**src/rtl/semtok_pkg.sv**
```systemverilog
package semtok_pkg;

  typedef enum logic [1:0] {
    OWN_NONE  = 2'd0,
    OWN_LEFT  = 2'd1,
    OWN_RIGHT = 2'd2
  } owner_e;

  localparam int NUM_PORTS = 2;
  localparam int PORT_LEFT  = 0;
  localparam int PORT_RIGHT = 1;

  // strobes from control to datapath, one set per port
  typedef struct packed {
    logic req;   // write of 0
    logic rel;   // write of 1
    logic rd;    // read access
  } portStrobe_t;

  function automatic owner_e portOwner(input int p);
    return (p == PORT_LEFT) ? OWN_LEFT : OWN_RIGHT;
  endfunction

endpackage

```
**src/rtl/semtok_ctrl.sv**
```systemverilog
module semtok_ctrl
  import semtok_pkg::*;
(
  input  logic        sel   [NUM_PORTS],
  input  logic        wrEn  [NUM_PORTS],
  input  logic        wrBit [NUM_PORTS],
  output portStrobe_t strb  [NUM_PORTS]
);

  for (genvar p = 0; p < NUM_PORTS; p++) begin : g_port
    always_comb begin
      strb[p].req = sel[p] &&  wrEn[p] && !wrBit[p];
      strb[p].rel = sel[p] &&  wrEn[p] &&  wrBit[p];
      strb[p].rd  = sel[p] && !wrEn[p];
    end
  end

endmodule

```
**src/rtl/semtok_cell.sv**
```systemverilog
module semtok_cell
  import semtok_pkg::*;
(
  input  logic   clk,
  input  logic   rstN,
  input  logic   reqL,
  input  logic   reqR,
  input  logic   relL,
  input  logic   relR,
  output owner_e owner
);

  logic   pendL, pendR;
  owner_e ownerNxt;
  logic   pendLNxt, pendRNxt;
  logic   keepL, keepR, wantL, wantR, freed;

  always_comb begin
    keepL = pendL && !relL;
    keepR = pendR && !relR;
    wantL = reqL || keepL;
    wantR = reqR || keepR;
    freed = (owner == OWN_NONE) ||
            (relL && owner == OWN_LEFT) ||
            (relR && owner == OWN_RIGHT);
    if (freed) begin
      if (wantL)      ownerNxt = OWN_LEFT;
      else if (wantR) ownerNxt = OWN_RIGHT;
      else            ownerNxt = OWN_NONE;
      pendLNxt = wantL && (ownerNxt != OWN_LEFT);
      pendRNxt = wantR && (ownerNxt != OWN_RIGHT);
    end else begin
      ownerNxt = owner;
      pendLNxt = keepL || (owner == OWN_RIGHT && reqL);
      pendRNxt = keepR || (owner == OWN_LEFT  && reqR);
    end
  end

  always_ff @(posedge clk) begin
    if (!rstN) begin
      owner <= OWN_NONE;
      pendL <= 1'b0;
      pendR <= 1'b0;
    end else begin
      owner <= ownerNxt;
      pendL <= pendLNxt;
      pendR <= pendRNxt;
    end
  end

  // free token requested by the left port goes to the left port
  a_r4_free_grant: assert property (@(posedge clk) disable iff (!rstN)
    (owner == OWN_NONE && reqL) |=> (owner == OWN_LEFT));

  // request against the other port's token waits
  a_r5_wait: assert property (@(posedge clk) disable iff (!rstN)
    (owner == OWN_RIGHT && reqL && !relR) |=> (owner == OWN_RIGHT && pendL));

  // simultaneous request on a free token
  a_r6_tie_left: assert property (@(posedge clk) disable iff (!rstN)
    (owner == OWN_NONE && reqL && reqR) |=> (owner == OWN_LEFT && pendR));

  // release hands over to the waiting port
  a_r7_handoff: assert property (@(posedge clk) disable iff (!rstN)
    (owner == OWN_LEFT && relL && pendR) |=> (owner == OWN_RIGHT && !pendR));

  // release by a non-owner leaves ownership and drops its wait
  a_r8_nonowner: assert property (@(posedge clk) disable iff (!rstN)
    (owner == OWN_LEFT && relR && !relL) |=> (owner == OWN_LEFT && !pendR));

  // an owner never also waits for its own token
  always_ff @(posedge clk) begin
    if (rstN) begin
      a_r5_owner_not_pending: assert (!(owner == OWN_LEFT && pendL) &&
                                      !(owner == OWN_RIGHT && pendR));
    end
  end

endmodule

```
**src/rtl/semtok_dp.sv**
```systemverilog
module semtok_dp
  import semtok_pkg::*;
#(
  parameter int NTOK  = 8,
  parameter int IDX_W = 3
) (
  input  logic             clk,
  input  logic             rstN,
  input  portStrobe_t      strb  [NUM_PORTS],
  input  logic [IDX_W-1:0] idx   [NUM_PORTS],
  output logic             rdBit [NUM_PORTS]
);

  owner_e owners [NTOK];

  for (genvar t = 0; t < NTOK; t++) begin : g_tok
    logic hitL, hitR;
    assign hitL = (idx[PORT_LEFT]  == IDX_W'(t));
    assign hitR = (idx[PORT_RIGHT] == IDX_W'(t));
    semtok_cell cell_i (
      .clk   (clk),
      .rstN  (rstN),
      .reqL  (strb[PORT_LEFT].req  && hitL),
      .reqR  (strb[PORT_RIGHT].req && hitR),
      .relL  (strb[PORT_LEFT].rel  && hitL),
      .relR  (strb[PORT_RIGHT].rel && hitR),
      .owner (owners[t])
    );
  end

  for (genvar p = 0; p < NUM_PORTS; p++) begin : g_rd
    owner_e selOwner;
    always_comb begin
      selOwner = OWN_NONE;
      for (int t = 0; t < NTOK; t++)
        if (idx[p] == IDX_W'(t)) selOwner = owners[t];
    end
    always_ff @(posedge clk) begin
      if (!rstN)          rdBit[p] <= 1'b1;
      else if (strb[p].rd) rdBit[p] <= (selOwner != portOwner(p));
    end

    // read data only moves on a read access of that port
    a_r2_hold: assert property (@(posedge clk) disable iff (!rstN)
      !strb[p].rd |=> $stable(rdBit[p]));
  end

  // the two ports never both read 0 for one token in the same cycle
  a_r2_exclusive: assert property (@(posedge clk) disable iff (!rstN)
    (strb[PORT_LEFT].rd && strb[PORT_RIGHT].rd && idx[PORT_LEFT] == idx[PORT_RIGHT])
      |=> !(rdBit[PORT_LEFT] == 1'b0 && rdBit[PORT_RIGHT] == 1'b0));

endmodule

```
**src/rtl/semtok_bank.sv**
```systemverilog
module semtok_bank
  import semtok_pkg::*;
#(
  parameter int NTOK  = 8,
  parameter int IDX_W = (NTOK > 1) ? $clog2(NTOK) : 1
) (
  input  logic             clk,
  input  logic             rstN,
  input  logic             lSel,
  input  logic             lWrEn,
  input  logic [IDX_W-1:0] lIdx,
  input  logic             lWrBit,
  output logic             lRdBit,
  input  logic             rSel,
  input  logic             rWrEn,
  input  logic [IDX_W-1:0] rIdx,
  input  logic             rWrBit,
  output logic             rRdBit
);

  logic             selA   [NUM_PORTS];
  logic             wrEnA  [NUM_PORTS];
  logic             wrBitA [NUM_PORTS];
  logic [IDX_W-1:0] idxA   [NUM_PORTS];
  logic             rdA    [NUM_PORTS];
  portStrobe_t      strb   [NUM_PORTS];

  assign selA[PORT_LEFT]    = lSel;
  assign selA[PORT_RIGHT]   = rSel;
  assign wrEnA[PORT_LEFT]   = lWrEn;
  assign wrEnA[PORT_RIGHT]  = rWrEn;
  assign wrBitA[PORT_LEFT]  = lWrBit;
  assign wrBitA[PORT_RIGHT] = rWrBit;
  assign idxA[PORT_LEFT]    = lIdx;
  assign idxA[PORT_RIGHT]   = rIdx;
  assign lRdBit = rdA[PORT_LEFT];
  assign rRdBit = rdA[PORT_RIGHT];

  semtok_ctrl ctrl_i (
    .sel   (selA),
    .wrEn  (wrEnA),
    .wrBit (wrBitA),
    .strb  (strb)
  );

  semtok_dp #(.NTOK(NTOK), .IDX_W(IDX_W)) dp_i (
    .clk   (clk),
    .rstN  (rstN),
    .strb  (strb),
    .idx   (idxA),
    .rdBit (rdA)
  );

  // a deselected port's read data does not move
  a_r3_idle_left: assert property (@(posedge clk) disable iff (!rstN)
    !lSel |=> $stable(lRdBit));

endmodule

```
**config.mk**
```make
export PLATFORM = sky130hd
export DESIGN_NAME = semtok_bank
export DESIGN_NICKNAME = d
export VERILOG_FILES = /design/src/rtl/semtok_pkg.sv /design/src/rtl/semtok_ctrl.sv /design/src/rtl/semtok_cell.sv /design/src/rtl/semtok_dp.sv /design/src/rtl/semtok_bank.sv
export SDC_FILE = /design/constraint.sdc
export NUM_CORES = 1
export LEC_CHECK = 0
export CAP_MARGIN = 20
export CORE_ASPECT_RATIO = 0.7
export CORE_MARGIN = 5
export CORE_UTILIZATION = 55
export CTS_CLUSTER_SIZE = 16
export DETAILED_ROUTE_END_ITERATION = 16
export DONT_BUFFER_PORTS = 1
export PLACE_DENSITY_LB_ADDON = 0.08
export SLEW_MARGIN = 30
export SYNTH_ARGS = -nofsm -noshare
export SYNTH_HDL_FRONTEND = slang
export SYNTH_SLANG_ARGS = --single-unit
```
**constraint.sdc**
```tcl
create_clock -name clk -period 2.8 [get_ports clk]
set_input_delay 0.42 -clock clk [delete_from_list [all_inputs] [get_ports clk]]
set_output_delay 0.42 -clock clk [all_outputs]
set_load 0.01 [all_outputs]
```
# Word-level counts from Yosys, hierarchy flattened
# Cells that the tools add are included.
[word_totals]
regBits = 34
input_bits = 14
[op_classes]
n_eq_ne = 48
mux = 56
reduce_logical = 182
[ops]
columns = ["operator", "n"]
rows = [
  ["1-bit logical AND", 104],
  ["2-bit two-way mux", 40],
  ["1-bit logical OR", 48],
  ["3-bit equality test (second input constant)", 8],
  ["1-bit logical NOT", 20],
  ["2-bit by 1-bit inequality test with 1-bit output (second input constant)", 9],
  ["2-bit inequality test (second input constant)", 9],
  ["2-bit by 1-bit equality test with 1-bit output (second input constant)", 8],
  ["2-bit equality test (second input constant)", 8],
  ["2-bit logical NOT", 8],
  ["1-bit two-way mux", 16],
  ["3-bit by 2-bit equality test with 1-bit output (second input constant)", 4],
  ["3-bit by 1-bit equality test with 1-bit output (second input constant)", 2],
  ["3-bit logical NOT", 2],
]

# Logic depth before layout (Yosys ltp)
[depth]
depth_word = 12
ltp_mapped = 6
depth_no_buf = 4

# Cells and area by module
# From an unflattened synthesis, not the netlist that was laid out.
[hier_totals]
hier_cells = 304
area_unflattened_um2 = 2317.2
[modules_own_cells]
columns = ["mod", "instances", "cells_per_inst", "area_per_inst_um2", "seq_area_each_um2"]
rows = [
  ["semtok_cell", 8, 26, 219.0, 80.1],
  ["semtok_dp", 1, 90, 513.0, 40.0],
  ["semtok_ctrl", 1, 6, 52.6, 0.0],
]

# Worst setup path after synthesis
# OpenSTA, ideal clock, no wires.
[synth_timing]
path_type = "input to register"
start = "input lIdx[2]"
end = "register dp_i.g_tok[0].cell_i.owner[1]"
setup_time_ps = 117
arrival_ps = 1455
setup_slack_ps = 1228
cell_stages = 5
n_path_buf = 1
cell_sequence = "buf_6 -> nand3b_1 -> or3_1 -> and2_1 -> a32o_1"
[synth_via]
elab_chain_len = 7
elab_cells_between_ends = 11
cone_classes = "mux: 2; reduce/logical: 9"
[synth_rtl]
columns = ["item", "line_no", "rtl"]
rows = [
  ["start: declaration", "semtok_bank.sv:11", "input logic [IDX_W-1:0] lIdx,"],
  ["3-bit logical NOT *", "semtok_dp.sv:18", "assign hitL = (idx[PORT_LEFT] == IDX_W'(t));"],
  ["1-bit logical AND", "semtok_dp.sv:25", ".relL (strb[PORT_LEFT].rel && hitL),"],
  ["1-bit logical NOT", "semtok_cell.sv:19", "keepL = pendL && !relL;"],
  ["1-bit logical AND", "semtok_cell.sv:19", ""],
  ["1-bit logical OR", "semtok_cell.sv:21", "wantL = reqL || keepL;"],
  ["2-bit two-way mux", "semtok_cell.sv:27", "if (wantL) ownerNxt = OWN_LEFT;"],
  ["2-bit two-way mux", "semtok_cell.sv:26", "if (freed) begin"],
  ["end signal: assignment", "semtok_cell.sv:45", "owner <= ownerNxt;"],
  ["end: declaration", "semtok_cell.sv:10", "output owner_e owner"],
]
# Every way passes the cells marked *; elsewhere a longest branch is shown, timed or not. The select of a mux whose other input is x is not followed.
# A chain may end at the register's enable or synchronous reset.

# Worst setup path after layout
[layout_timing]
start = "register dp_i.g_tok[2].cell_i.owner[1]"
end = "register dp_i.rdBit[0] in the netlist's numbering"
[layout_via]
elab_chain_len = 7
[layout_rtl]
columns = ["item", "line_no", "rtl"]
rows = [
  ["start: declaration", "semtok_cell.sv:10", ""],
  ["start signal: assignment", "semtok_cell.sv:45", ""],
  ["2-bit two-way mux (6 in series)", "semtok_dp.sv:36", "if (idx[p] == IDX_W'(t)) selOwner = owners[t];"],
  ["2-bit inequality test", "semtok_dp.sv:40", "else if (strb[p].rd) rdBit[p] <= (selOwner != portOwner(p));"],
  ["end signal: indexed assignment", "semtok_dp.sv:40", ""],
  ["end: declaration", "semtok_dp.sv:11", "output logic rdBit [NUM_PORTS]"],
]
# No other way between the ends.

==> impl_metrics.py <==
metrics = {
    "worst_setup_path": {
        "crit_required_ns": 2.97,
        "criticalPathCategory": "flop to flop",
        "r2r_end": "dp_i.rdBit[0]",
        "critPathCapture": "dp_i.rdBit[0]",
        "crit_family": "compound AO/OA/AOI/OAI gates",
        "crit_path_end_kind": "flop",
        "cp-start-kind": "flop",
        "path_buf_inv": 0,
        "cp_max_fo": 9,
        "r2r_setup_slack_ns": 1.26,
        "cpPeakStageDelay_ns": 0.49,
        "cp.arrival_ns": 1.71,
        "r2r-start": "dp_i.g_tok[2].cell_i.owner[1]",
        "startpoint": "dp_i.g_tok[2].cell_i.owner[1]",
        "path_cells": "nor2b_1 > nor3b_1 > o41ai_1 > o21ai_0",
        "crit_slowest_cell": "o41ai_1",
        "path_depth": 4,
        "rr_worst_depth": 4,
    },
    "cts": {
        "ctsHoldBuffers": 0,
        "clk_latency_ns": 0.29,
        "path_clk_slew_ns": 0.08,
        "cts_resized": 0,
        "cts_sinks": 34,
        "cts_buffers": 5,
        "clockRootBuffer": "clkbuf_8",
        "cts_setup_buffers": 0,
        "cts_tree": "yes",
        "ctsHtreeMaxLevel": 2,
        "clockBufferDepth": 2,
    },
    "synth": {
        "synth-simple-area-share_pct": 27.57,
        "synth_top_family_by_area": "compound AO/OA/AOI/OAI gates",
        "synth_flop_cell": "dfxtp_1",
        "synthesis.nets": 283,
        "yosysMostFrequentCell": "dfxtp_1",
        "syn_area_um2": 2170,
        "synth_cell_type_count": 59,
        "synth_seq_area_share_pct": 31.37,
        "syn_avg_cell_area_um2": 8.065,
        "synth.top_cell.area_share_pct": 31.37,
        "yosys_warnings": 0,
        "synth-seq-cells": 34,
        "syn_inst": 269,
        "async_flop_share_pct": 0,
        "synth_edf_count": 0,
        "synthTopCellsByArea": "dfxtp_1 31%, a21oi_1 4.2%, o211ai_1 4.2%, o21ai_0 3.9%, o31ai_1 3.8%",
        "synth_xor_area_share_pct": 0,
        "synth_compound_area_share_pct": 35.99,
        "synthAdderAreaFrac_pct": 0,
        "synth_top_area_cell": "dfxtp_1",
        "synthMuxAreaShare_pct": 0,
        "ys_top_cells_by_count": "34 x dfxtp_1, 18 x a21oi_1, 17 x o21ai_0",
    },
    "pwr": {
        "powerDensity_nw_per_um2": 427.3,
        "vdd_drop_max_uv": 275.2,
        "pwr-share-comb_pct": 8.4,
        "power.share.switching_pct": 25.33,
        "power.share.sequential_pct": 51.9,
        "p_sw_uw": 244.3,
        "clock_power_share_pct": 39.8,
        "p_int_uw": 720.3,
        "power_leakage_nw": 0.7382,
    },
    "sta": {
        "max_freq_ghz": 0.6490,
        "relSlewSlack_pct": 61.07,
        "period_share_pct": 55.03,
        "drv_slew": 0,
        "fin_crit_ns": 1.541,
        "hold_viol_final": 0,
        "skew_ns": 0.006962,
        "hold_slack_ns": 0.2562,
        "tns_ns": 0,
        "worst_pin_slew_ns": 0.5833,
        "rsz0062_at_grt": "false",
        "finalSetupViolations": 0,
    },
    "drt": {
        "routedWlPerCell_um": 18.58,
        "dr_total_vias": 2136,
        "drt-vias-per-instance": 6.781,
        "firstDrtPassIters": 5,
        "drc": 0,
        "wl_um": 5853,
        "first_iter_violations": 242,
        "ant_nets": 0,
    },
    "floorplan": {
        "die-area_um2": 5321,
        "dieHeight_um": 62.55,
        "core_area_um2": 3875,
        "fp.dieW_um": 85.07,
        "start_util_pct": 55.99,
        "io_pins": 16,
        "rows": 19,
    },
    "cells_and_area": {
        "drive_gt1_share_pct": 6.844,
        "area_growth_pct": 4.037,
        "final_nets": 276,
        "n_fill_cell": 359,
        "diodes": 0,
    },
    "hold_path": {
        "worstHoldPathType": "input pin to flop",
    },
    "global_route": {
        "grt_usage_pct": 22.47,
        "overflow": 0,
        "antenna_found_initial": 0,
        "grt_first_pass_wirelength_um": 9694,
        "grt_pass1_vias": 1901,
        "grt_max_degree": 24,
    },
    "place": {
        "hpwlAfterDp_um": 4210,
        "globalplace.congestion": 0.9465,
        "io_buffers": 0,
    },
    "flow_run": {
        "maxCapViolCount": 0,
    },
    "status": {
        "status": "complete, no violations",
    },
}
## cells in the final DEF, fill, tap and decap left out, types with 7 or more instances in the layout
cell	n
o21ai_0	17
inv_1	11
o211ai_1	12
nor3_1	9
nor3b_1	7
nand3_1	8
a21oi_1	18
o31ai_1	11
nor2b_1	12
nand2_1	11
nor2_1	11
nand2b_1	7
dfxtp_1	34
## worst reg2reg max path, delay by kind of cell, from the launching register on
family           cells  cell delay [ns]
AND/OR/NAND/NOR      2             0.32
flip-flops           1             0.48
AO/OA/AOI/OAI        2             0.62
## state kept, by name, summed over array words and instances (netlist names)
name / flops
dp_i.g_tok.cell_i.pendR: 8
dp_i.g_tok.cell_i.owner: 16
dp_i.rdBit: 2
dp_i.g_tok.cell_i.pendL: 8
## logic make-up after synthesis
logic type / count (synthesis)
flip-flops: 34
AO/OA/AOI/OAI: 112
buffers and inverters: 25
AND/OR/NAND/NOR: 98
## power by group through the flow
stage	combinational [mW]	sequential (mW)	clock, mW
after global placement	0.0784	0.511	0
after global routing	0.0894	0.501	0.413
after CTS	0.0791	0.500	0.387
after detailed placement	0.0785	0.511	0
after floorplan	0.0805	0.508	0
final	0.0807	0.500	0.384
## final cells by class
type                    count  area, µm²  area share (%)
inverters                  11      41.29           1.829
flip-flops and latches     34      680.7           30.16
multi-input cells         210       1379           61.09
clock inverters             1      5.005          0.2217
well taps                  52      65.06           2.882
clock buffers               7      86.33           3.825
## per-layer routing
layer	vias to the layer above	GRT usage, %	routed length, µm
met3	10	6.192	575
li1	1036	-	-
met2	113	31.98	2407
met5	-	0	0
met4	0	4.743	73
met1	977	33.41	2797
## metrics by stage
stage	cell area (µm²)	power (mW)	instances	utilization [%]	setup WS (ns)
finish	2257	0.9646	315	58.25	1.259
global route	2257	1.004	315	58.25	1.208
CTS	2257	0.9664	315	58.25	1.323
detailed placement	2166	0.5899	307	55.89	1.126
global placement	2166	0.5897	307	55.89	1.118
floorplan	2170	0.5886	269	-	1.228
## worst min-delay path by stage
stage,start,to,cells past startpoint
3_3_place_gp,dp_i.g_tok[2].cell_i.pendR,dp_i.g_tok[2].cell_i.pendR,2
6_report,rstN,dp_i.g_tok[2].cell_i.pendL,2
2_1_floorplan,dp_i.g_tok[2].cell_i.pendR,dp_i.g_tok[2].cell_i.pendR,2
4_1_cts,rstN,dp_i.g_tok[2].cell_i.pendL,2
5_1_grt,rstN,dp_i.g_tok[2].cell_i.pendL,2
3_5_place_dp,dp_i.g_tok[2].cell_i.pendR,dp_i.g_tok[2].cell_i.pendR,2
Note: power is estimated with default switching activity, not from simulation.
